`src/rtl/wkt_pkg.sv`:
```
package wkt_pkg;
    localparam int NIRQ     = 8;
    localparam int PER_W    = 8;
    localparam int LEAD_W   = 4;
    localparam int TS_W     = 30;
    localparam int PER_MAX  = 100;
    localparam int REG_W    = 32;
    localparam int CFG_USED = 2 + NIRQ + PER_W + LEAD_W;

    // field order matches the software-visible bit positions (en at bit 0)
    typedef struct packed {
        logic [LEAD_W-1:0] lead;
        logic [PER_W-1:0]  period;
        logic [NIRQ-1:0]   mask;
        logic              sel;
        logic              en;
    } cfg_t;

    typedef struct packed {
        logic [PER_W-1:0] cnt;
        logic             pend;
        logic             kick;
        logic             wake;
    } core_st_t;
endpackage

```
`src/rtl/wkt_cfg_reg.sv`:
```
module wkt_cfg_reg
    import wkt_pkg::*;
(
    input  logic             clk,
    input  logic             rst_n,
    input  logic             we,
    input  logic [REG_W-1:0] wdata,
    output cfg_t             cfg_q,
    output cfg_t             cfg_n,
    output logic             restart,
    output logic [REG_W-1:0] rdata
);
    cfg_t cfg_d;

    always_comb begin
        cfg_d   = we ? cfg_t'(wdata[CFG_USED-1:0]) : cfg_q;
        cfg_n   = cfg_d;
        restart = we && ((cfg_d.en != cfg_q.en) ||
                         (cfg_d.period != cfg_q.period) ||
                         (cfg_d.lead != cfg_q.lead));
        rdata   = {{(REG_W-CFG_USED){1'b0}}, cfg_q};
    end

    always_ff @(posedge clk or negedge rst_n) begin
        if (!rst_n) cfg_q <= '0;
        else        cfg_q <= cfg_d;
    end

    AST_WRITE_LANDS: assert property (@(posedge clk) disable iff (!rst_n)
        we |=> rdata[CFG_USED-1:0] == $past(wdata[CFG_USED-1:0]));
endmodule

```
`src/rtl/wkt_stamp.sv`:
```
module wkt_stamp
    import wkt_pkg::*;
(
    input  logic            clk,
    input  logic            rst_n,
    input  logic            sel,
    input  logic            tick_fast,
    input  logic            tick_slow,
    output logic            tick,
    output logic [TS_W-1:0] stamp_q
);
    logic [TS_W-1:0] stamp_d;

    always_comb begin
        tick    = sel ? tick_slow : tick_fast;
        stamp_d = tick ? stamp_q + TS_W'(1) : stamp_q;
    end

    always_ff @(posedge clk or negedge rst_n) begin
        if (!rst_n) stamp_q <= '0;
        else        stamp_q <= stamp_d;
    end

    AST_STAMP_STEP: assert property (@(posedge clk) disable iff (!rst_n)
        tick |=> stamp_q == $past(stamp_q) + TS_W'(1));
    AST_STAMP_HOLD: assert property (@(posedge clk) disable iff (!rst_n)
        (!tick_fast && !tick_slow) |=> $stable(stamp_q));
endmodule

```
`src/rtl/wkt_event_core.sv`:
```
module wkt_event_core
    import wkt_pkg::*;
(
    input  logic              clk,
    input  logic              rst_n,
    input  logic              en,
    input  logic [PER_W-1:0]  period,
    input  logic [LEAD_W-1:0] lead,
    input  logic              restart,
    input  logic              tick,
    input  logic              alive,
    output logic              kick,
    output logic              wake
);
    localparam logic [PER_W-1:0] PER_CAP = PER_W'(PER_MAX);

    core_st_t         st_d, st_q;
    logic [PER_W-1:0] per_c, lead_e;
    logic             run, wrap, due;

    always_comb begin
        per_c  = (period > PER_CAP) ? PER_CAP : period;
        lead_e = PER_W'(lead);
        run    = en && (per_c != '0);
        st_d   = st_q;
        wrap   = 1'b0;

        if (!run || restart) begin
            st_d.cnt = '0;
        end else if (tick) begin
            if (st_q.cnt >= per_c - PER_W'(1)) begin
                st_d.cnt = '0;
                wrap     = 1'b1;
            end else begin
                st_d.cnt = st_q.cnt + PER_W'(1);
            end
        end

        if (lead_e == '0) begin
            due       = run && !restart && (st_q.pend || wrap);
            st_d.kick = due && alive;
            st_d.pend = due && !alive;
            st_d.wake = st_d.pend;
        end else begin
            due       = 1'b0;
            st_d.pend = 1'b0;
            st_d.kick = wrap;
            st_d.wake = run && ((lead_e >= per_c) || (st_d.cnt >= per_c - lead_e));
        end
    end

    always_ff @(posedge clk or negedge rst_n) begin
        if (!rst_n) st_q <= '0;
        else        st_q <= st_d;
    end

    assign kick = st_q.kick;
    assign wake = st_q.wake;

    AST_OFF_QUIET: assert property (@(posedge clk) disable iff (!rst_n)
        !run |=> (!kick && !wake));
    AST_CNT_RANGE: assert property (@(posedge clk) disable iff (!rst_n)
        run |=> st_q.cnt < $past(per_c));
    AST_WAKE_LEADS: assert property (@(posedge clk) disable iff (!rst_n)
        (kick && $past(lead) != '0) |-> $past(wake));
    AST_ALIVE_GATES: assert property (@(posedge clk) disable iff (!rst_n)
        (kick && $past(lead) == '0) |-> $past(alive));
endmodule

```
`src/rtl/wake_kick_timer.sv`:
```
module wake_kick_timer
    import wkt_pkg::*;
(
    input  logic                clk,
    input  logic                rst_n,
    input  logic                cfg_we,
    input  logic [REG_W-1:0]    cfg_wdata,
    output logic [REG_W-1:0]    cfg_rdata,
    input  logic                tick_fast,
    input  logic                tick_slow,
    input  logic                eng_alive,
    input  logic [NIRQ-1:0]     irq_raw,
    output logic [NIRQ-1:0]     irq_out,
    output logic                kick,
    output logic                wake_req,
    output logic [TS_W-1:0]     stamp
);
    cfg_t cfg_q, cfg_n;
    logic restart, tick;

    wkt_cfg_reg i_cfg (
        .clk(clk), .rst_n(rst_n), .we(cfg_we), .wdata(cfg_wdata),
        .cfg_q(cfg_q), .cfg_n(cfg_n), .restart(restart), .rdata(cfg_rdata)
    );

    wkt_stamp i_stamp (
        .clk(clk), .rst_n(rst_n), .sel(cfg_q.sel),
        .tick_fast(tick_fast), .tick_slow(tick_slow),
        .tick(tick), .stamp_q(stamp)
    );

    wkt_event_core i_core (
        .clk(clk), .rst_n(rst_n), .en(cfg_n.en), .period(cfg_n.period),
        .lead(cfg_n.lead), .restart(restart), .tick(tick), .alive(eng_alive),
        .kick(kick), .wake(wake_req)
    );

    for (genvar i = 0; i < NIRQ; i++) begin : g_irq
        assign irq_out[i] = irq_raw[i] & ~cfg_q.mask[i];
    end

    AST_MASKED_QUIET: assert property (@(posedge clk) disable iff (!rst_n)
        (irq_out & cfg_rdata[2 +: NIRQ]) == '0);
endmodule

```
`config.mk`:
```
export PLATFORM = sky130hd
export DESIGN_NAME = wake_kick_timer
export DESIGN_NICKNAME = d
export VERILOG_FILES = /design/src/rtl/wkt_pkg.sv /design/src/rtl/wkt_cfg_reg.sv /design/src/rtl/wkt_stamp.sv /design/src/rtl/wkt_event_core.sv /design/src/rtl/wake_kick_timer.sv
export SDC_FILE = /design/constraint.sdc
export NUM_CORES = 1
export LEC_CHECK = 0
export ABC_AREA = 1
export BUFFER_PORTS_ARGS = -buffer_cell sky130_fd_sc_hd__buf_4
export CORE_MARGIN = 3
export CORE_UTILIZATION = 54
export DETAILED_ROUTE_END_ITERATION = 8
export GPL_ROUTABILITY_DRIVEN = 0
export PLACE_DENSITY_LB_ADDON = 0.08
export REMOVE_ABC_BUFFERS = 1
export SLEW_MARGIN = 30
export SYNTH_ARGS = -nofsm -noshare
export SYNTH_HDL_FRONTEND = slang
export SYNTH_HIERARCHICAL = 1
export SYNTH_SLANG_ARGS = --single-unit
```
`constraint.sdc`:
```
create_clock -name clk -period 5.7 [get_ports clk]
set_input_delay 1.14 -clock clk [delete_from_list [all_inputs] [get_ports clk]]
set_output_delay 1.14 -clock clk [all_outputs]
set_load 0.02 [all_outputs]
```
# ---- Yosys cells after proc, flatten, opt, wreduce, memory -nomap -nowiden
# Cells that the tools add are included.
dict set report totals {
  register_bits 63
  wordCells 64
  output_inout_bits 72
  in_bits 46
}
dict set report op_classes {
  addsub 4
  muxes 10
  reduce_logical 17
  n_lt_le_gt_ge 4
  eq_ne 3
  bitwise_logic 16
}
# op n
set op_table {}
lappend op_table {{8-bit two-way mux} 4}
lappend op_table {{30-bit by 1-bit adder with 30-bit output, second input constant} 1}
lappend op_table {{22-bit two-way mux} 1}
lappend op_table {{8-bit greater-or-equal comparator} 2}
lappend op_table {{8-bit by 1-bit adder with 8-bit output, second input constant} 1}
lappend op_table {{1-bit bitwise AND} 8}
lappend op_table {{4-bit by 8-bit greater-or-equal comparator with 1-bit output} 1}
lappend op_table {{8-bit by 7-bit greater-than comparator with 1-bit output, second input constant} 1}
lappend op_table {{8-bit != test} 1}
lappend op_table {{1-bit inverter} 8}
lappend op_table {{8-bit nonzero test} 1}
lappend op_table {{8-bit by 1-bit subtractor with 8-bit output, second input constant} 1}
lappend op_table {{8-bit by 4-bit subtractor with 8-bit output} 1}
lappend op_table {{1-bit logical AND} 7}
lappend op_table {{1-bit logical OR} 5}
lappend op_table {{4-bit zero test} 1}
lappend op_table {{1-bit two-way mux} 4}
lappend op_table {{4-bit != test} 1}
lappend op_table {{1-bit zero test} 3}
lappend op_table {{3-bit two-way mux} 1}
lappend op_table {{1-bit != test} 1}

# ---- Longest topological paths before layout
dict set report depth {
  depth_word 12
  ltp_mapped 34
  mapped_depth_nobuf 33
}

# ---- Cells and area by module
# The synthesis kept the hierarchy.
# mod seq_area_each_um2 instances cells_each area_per_inst_um2
set modules_own_cells {}
lappend modules_own_cells {wkt_stamp 750.7 1 207 1706.6}
lappend modules_own_cells {wkt_event_core 275.3 1 209 1428.9}
lappend modules_own_cells {wkt_cfg_reg 550.5 1 186 1405.1}
lappend modules_own_cells {wake_kick_timer 0.0 1 16 80.1}

# ---- Worst setup path after synthesis
# OpenSTA, ideal clock, no wires.
dict set report synth_path {
  path_kind {input port to flip-flop}
  start {input cfg_we}
  end {register i_core.st_q, in the netlist i_core/wake}
  stages 31
  n_path_buf 3
  setup_ns 0.117
  t_required_ns 5.583
  arrival_ns 5.029
  setup_slack_ns 0.555
  path_cell_list {buf_6 > buf_6 > buf_2 > o21ai_0 > nand2_1 > nor2_1 > nand2_2 > nand2_4 > inv_2 > nor2_1 > inv_1 > ha_1 > nand3_1 > inv_1 > nand2_1 > xor2_1 > ha_1 > nand2_1 > o21a_1 > nand3_1 > nand2_1 > nand2_2 > nor3b_1 > ha_1 > a21oi_1 > o21a_1 > nor2_1 > nor3_1 > nand3_1 > nand2_1 > nand2_1}
}
# element line
set synth_rtl {}
lappend synth_rtl {{start: declaration} wake_kick_timer.sv:6} ;# input logic cfg_we,
lappend synth_rtl {{end signal: assignment} wkt_event_core.sv:54} ;# else st_q <= st_d;
lappend synth_rtl {{end: declaration} wkt_event_core.sv:17} ;# core_st_t st_d, st_q;

==> run_results.csv <==
group,metric,value,unit
route,remaining_drc_errors,0,
route,drtPass1Iterations,6,
yosys,synth-compound-area-share,4.20,%
grt,grt_usage,22.1,%
critical_path,path_max_fanout,41,
floorplan,initial_core_util,56.0,%
grt,antenna_found_initial,0,
yosys,yosys.area.top_type_share,34.1,%
yosys,yosysSeqAreaShare,34.1,%
yosys,ys_seq_elements,63,
yosys,synthMuxAreaShare,0.244,%
clock_network,htree_levels,3,
placed_design,hpwl,8.05,mm
route,wirelength,10.4,mm
critical_path,cp_num_buf_inv,6,
clock_network,tritoncts,"built",
power_and_ir_drop,p_leak,2.94,nW
final_layout,fill_cells,739,
clock_network,clock_sinks,63,
final_layout,ff_latch_area,0.00158,mm^2
clock_network,cts_buffers,9,
critical_path,r2r_start,"i_cfg/cfg_q[15]",
critical_path,arrival,5.41,ns
yosys,async_reset_ff_share,100,%
sta,final.setup_skew,0.0112,ns
power_and_ir_drop,internal-power,0.000898,W
sta,setup_tns,0,ns
clock_network,clockBufferDepth,2,
final_layout,synthToLayoutAreaGrowth,18.1,%
clock_network,root_buffer,"clkbuf_8",
clock_network,postCtsHoldBufs,0,
yosys,synth_top_family_by_area,"simple AND/OR/NAND/NOR gates",
route,ant_nets,0,
sta,worst_pin_slew,0.803,ns
route,wire_per_inst,12.8,um
status,outcome,"completed",
critical_path,cp-startpoint,"cfg_we",
critical_path,cp-end-kind,"flip-flop",
floorplan,core,0.00826,mm^2
yosys,synthAdderAreaFrac,6.66,%
critical_path,worst_path_max_delay_cell,"ha_1",
sta,fin_crit_sh,91.0,%
grt,grt_pass1_vias,3753,
job,cap_violations,0,
yosys,synthCells,618,
sta,setup_viol,0,
min_path,hp-start,"i_cfg/cfg_q[8]",
sta,hold_viol,0,
yosys,dominantRegCellSynth,"dfrtp_1",
yosys,syn_area,0.00462,mm^2
clock_network,cts.reportedPaths.clkPinSlew,0.07,ns
sta,rsz0062_at_grt,"no",
sta,slew_viol_final,0,
floorplan,fp.dieArea,0.00970,mm^2
final_layout,drive_gt1_share,24.4,%
final_layout,num-nets-final,772,
yosys,yosys.area_share.xor_xnor,5.50,%
critical_path,startpoint_type,"input port",
final_layout,multi_input_area,0.00240,mm^2
power_and_ir_drop,p_sw,0.000465,W
grt,overflow,0,
yosys,ys_top_cells_by_count,"167 x nand2_1, 90 x inv_1, 63 x dfrtp_1",
critical_path,path_delay_family,"simple AND/OR/NAND/NOR gates",
placed_design,port_buffers,97,
sta,fmax,193,MHz
floorplan,die_height,98.5,um
critical_path,slowest_delay,0.30,ns
floorplan,placementRows,33,
yosys,synth_area_leaders,"dfrtp_1 34%, nand2_1 14%, inv_1 7.3%",
power_and_ir_drop,power_density,250,mW/mm^2
route,vias_per_cell,4.98,
yosys,synthSimpleGateAreaFrac,34.6,%
power_and_ir_drop,p_sw_share,34.1,%
sta,relSlewSlack,46.5,%
critical_path,critical_path_required,5.92,ns
critical_path,critPathKind,"in2reg",
yosys,ys_warn_count,6,
power_and_ir_drop,ir_drop,0.220,mV
grt,grt_pass1_wl,17.6,mm
min_path,hold_path_class,"reg2reg",
power_and_ir_drop,pwr-share-clk,30.5,%
clock_network,worstSkewPairLatency,0.34,ns
yosys,synth_edf_count,0,
yosys,synth_area_leader_cell,"dfrtp_1",
grt,grt_max_degree,64,
power_and_ir_drop,seqPwrFrac,38.9,%
yosys,synth.most_common_cell,"nand2_1",
yosys,synth.distinct_cells,39,
route,drtIter0Drc,230,
sta,timing.hold.ws,0.516,ns
floorplan,io_pins,118,
final_layout,n_antenna_cell,0,
power_and_ir_drop,comb_power_share,30.6,%
sta,min_period,5.19,ns
yosys,avgSynthCellArea,7.48,um^2
route,vias,4038,
floorplan,die_w,98.5,um
critical_path,cpMostUsedCell,"nand2_1",
==> worst register-to-register path: cells and delay by family, from the launching register on <==
family                   cells  cell delay, ns
AO/OA/AOI/OAI                3            0.67
XOR/XNOR                     1            0.19
adder cells (fa/ha/maj)      3            0.79
buffers and inverters        4            0.28
flip-flops                   1            0.37
AND/OR/NAND/NOR             19            2.18
==> cell usage in the layout, fill, tap and decap left out, types with 2 or more instances in the layout <==
cell type and instances:
ha_1 23, and2_1 2, conb_1 10, inv_2 5, o21ai_2 2, o21ai_0 13, clkbuf_1 3, nor3b_1 2
nand4_1 16, nor3_1 7, nand3_2 6, nand2_4 3, nand2_1 167, nor2_4 7, a21oi_1 8, bufinv_16 2
clkbuf_8 9, buf_4 103, nand3b_1 6, o21ai_1 7, xor2_1 15, o21a_1 3, nor2_2 14, nor2_1 50
xnor2_1 14, inv_1 90, nand3_1 31, dfrtp_1 63, nand2_2 12
==> area by class of cell <==
class | count | share of cell area (%)
flip-flops and latches | 63 | 28.9
clock inverters | 3 | 1.26
well taps | 105 | 2.41
multi-input cells | 429 | 44.0
inverters | 95 | 6.54
clock buffers | 12 | 2.48
repair buffers | 104 | 14.4
==> cell families after synthesis <==
| kind of cell | Yosys count |
|---|---|
| adder cells (fa/ha/maj) | 24 |
| flip-flops | 63 |
| AO/OA/AOI/OAI | 35 |
| multiplexers | 1 |
| buffers and inverters | 135 |
| other | 1 |
| AND/OR/NAND/NOR | 330 |
| XOR/XNOR | 29 |
==> repair_timing <==
| item | 4_1_cts | 5_1_grt |
|---|---|---|
| hold endpoints to repair | 0 | 0 |
| buffers inserted | 0 | 0 |
| setup endpoints to repair | 0 | 1 |
| resized for setup | 0 | 1 |
==> stage by stage <==
| step | setup WS [ns] | cells | utilization (%) | instance area (um^2) | total power [W] |
|---|---|---|---|---|---|
| floorplan | 0.961 | 587 | - | 4340 | 0.000795 |
| global placement | 0.161 | 796 | 63.6 | 5250 | 0.000943 |
| detailed placement | 0.0803 | 796 | 63.6 | 5250 | 0.000957 |
| CTS | 0.405 | 811 | 66.0 | 5450 | 0.00138 |
| global route | 0.0344 | 811 | 66.1 | 5460 | 0.00145 |
| finish | 0.513 | 811 | 66.1 | 5460 | 0.00136 |
==> metal layers <==
metal  routed length [um]  track usage [%]  part of all wire [%]
met5                    0                0                     0
met4                  105             6.93                   1.0
met3                  619             4.10                   6.0
met2                 4740             34.7                    46
met1                 4900             31.0                    47
==> state kept, by name, indices dropped and copies added (netlist names) <==
signal,flops
i_cfg/cfg_q,22
i_stamp/stamp_q,30
i_core/kick,1
i_core/st_q,9
i_core/wake,1
==> power by group through the flow <==
stage | clock, W | combinational [W] | sequential, W
6_report | 0.000416 | 0.000417 | 0.000530
5_1_grt | 0.000448 | 0.000465 | 0.000536
4_1_cts | 0.000427 | 0.000421 | 0.000531
3_5_place_dp | 0 | 0.000418 | 0.000539
3_3_place_gp | 0 | 0.000406 | 0.000537
2_1_floorplan | 0 | 0.000217 | 0.000578
==> worst paths after layout <==
path / depth (start not counted) / end / slack (ns)
setup / recovery: 33 / i_core/wake / 0.51
hold / removal: 2 / i_cfg/cfg_q[8] / 0.52
setup reg to reg: 30 / i_core/wake / 1.12
hold reg to reg: 2 / i_cfg/cfg_q[8] / 0.52
max in group asynchronous: 1 / i_core/st_q[9] / 4.28
min in group asynchronous: 1 / i_stamp/stamp_q[24] / 0.88
(Power assumes the default switching activity.)
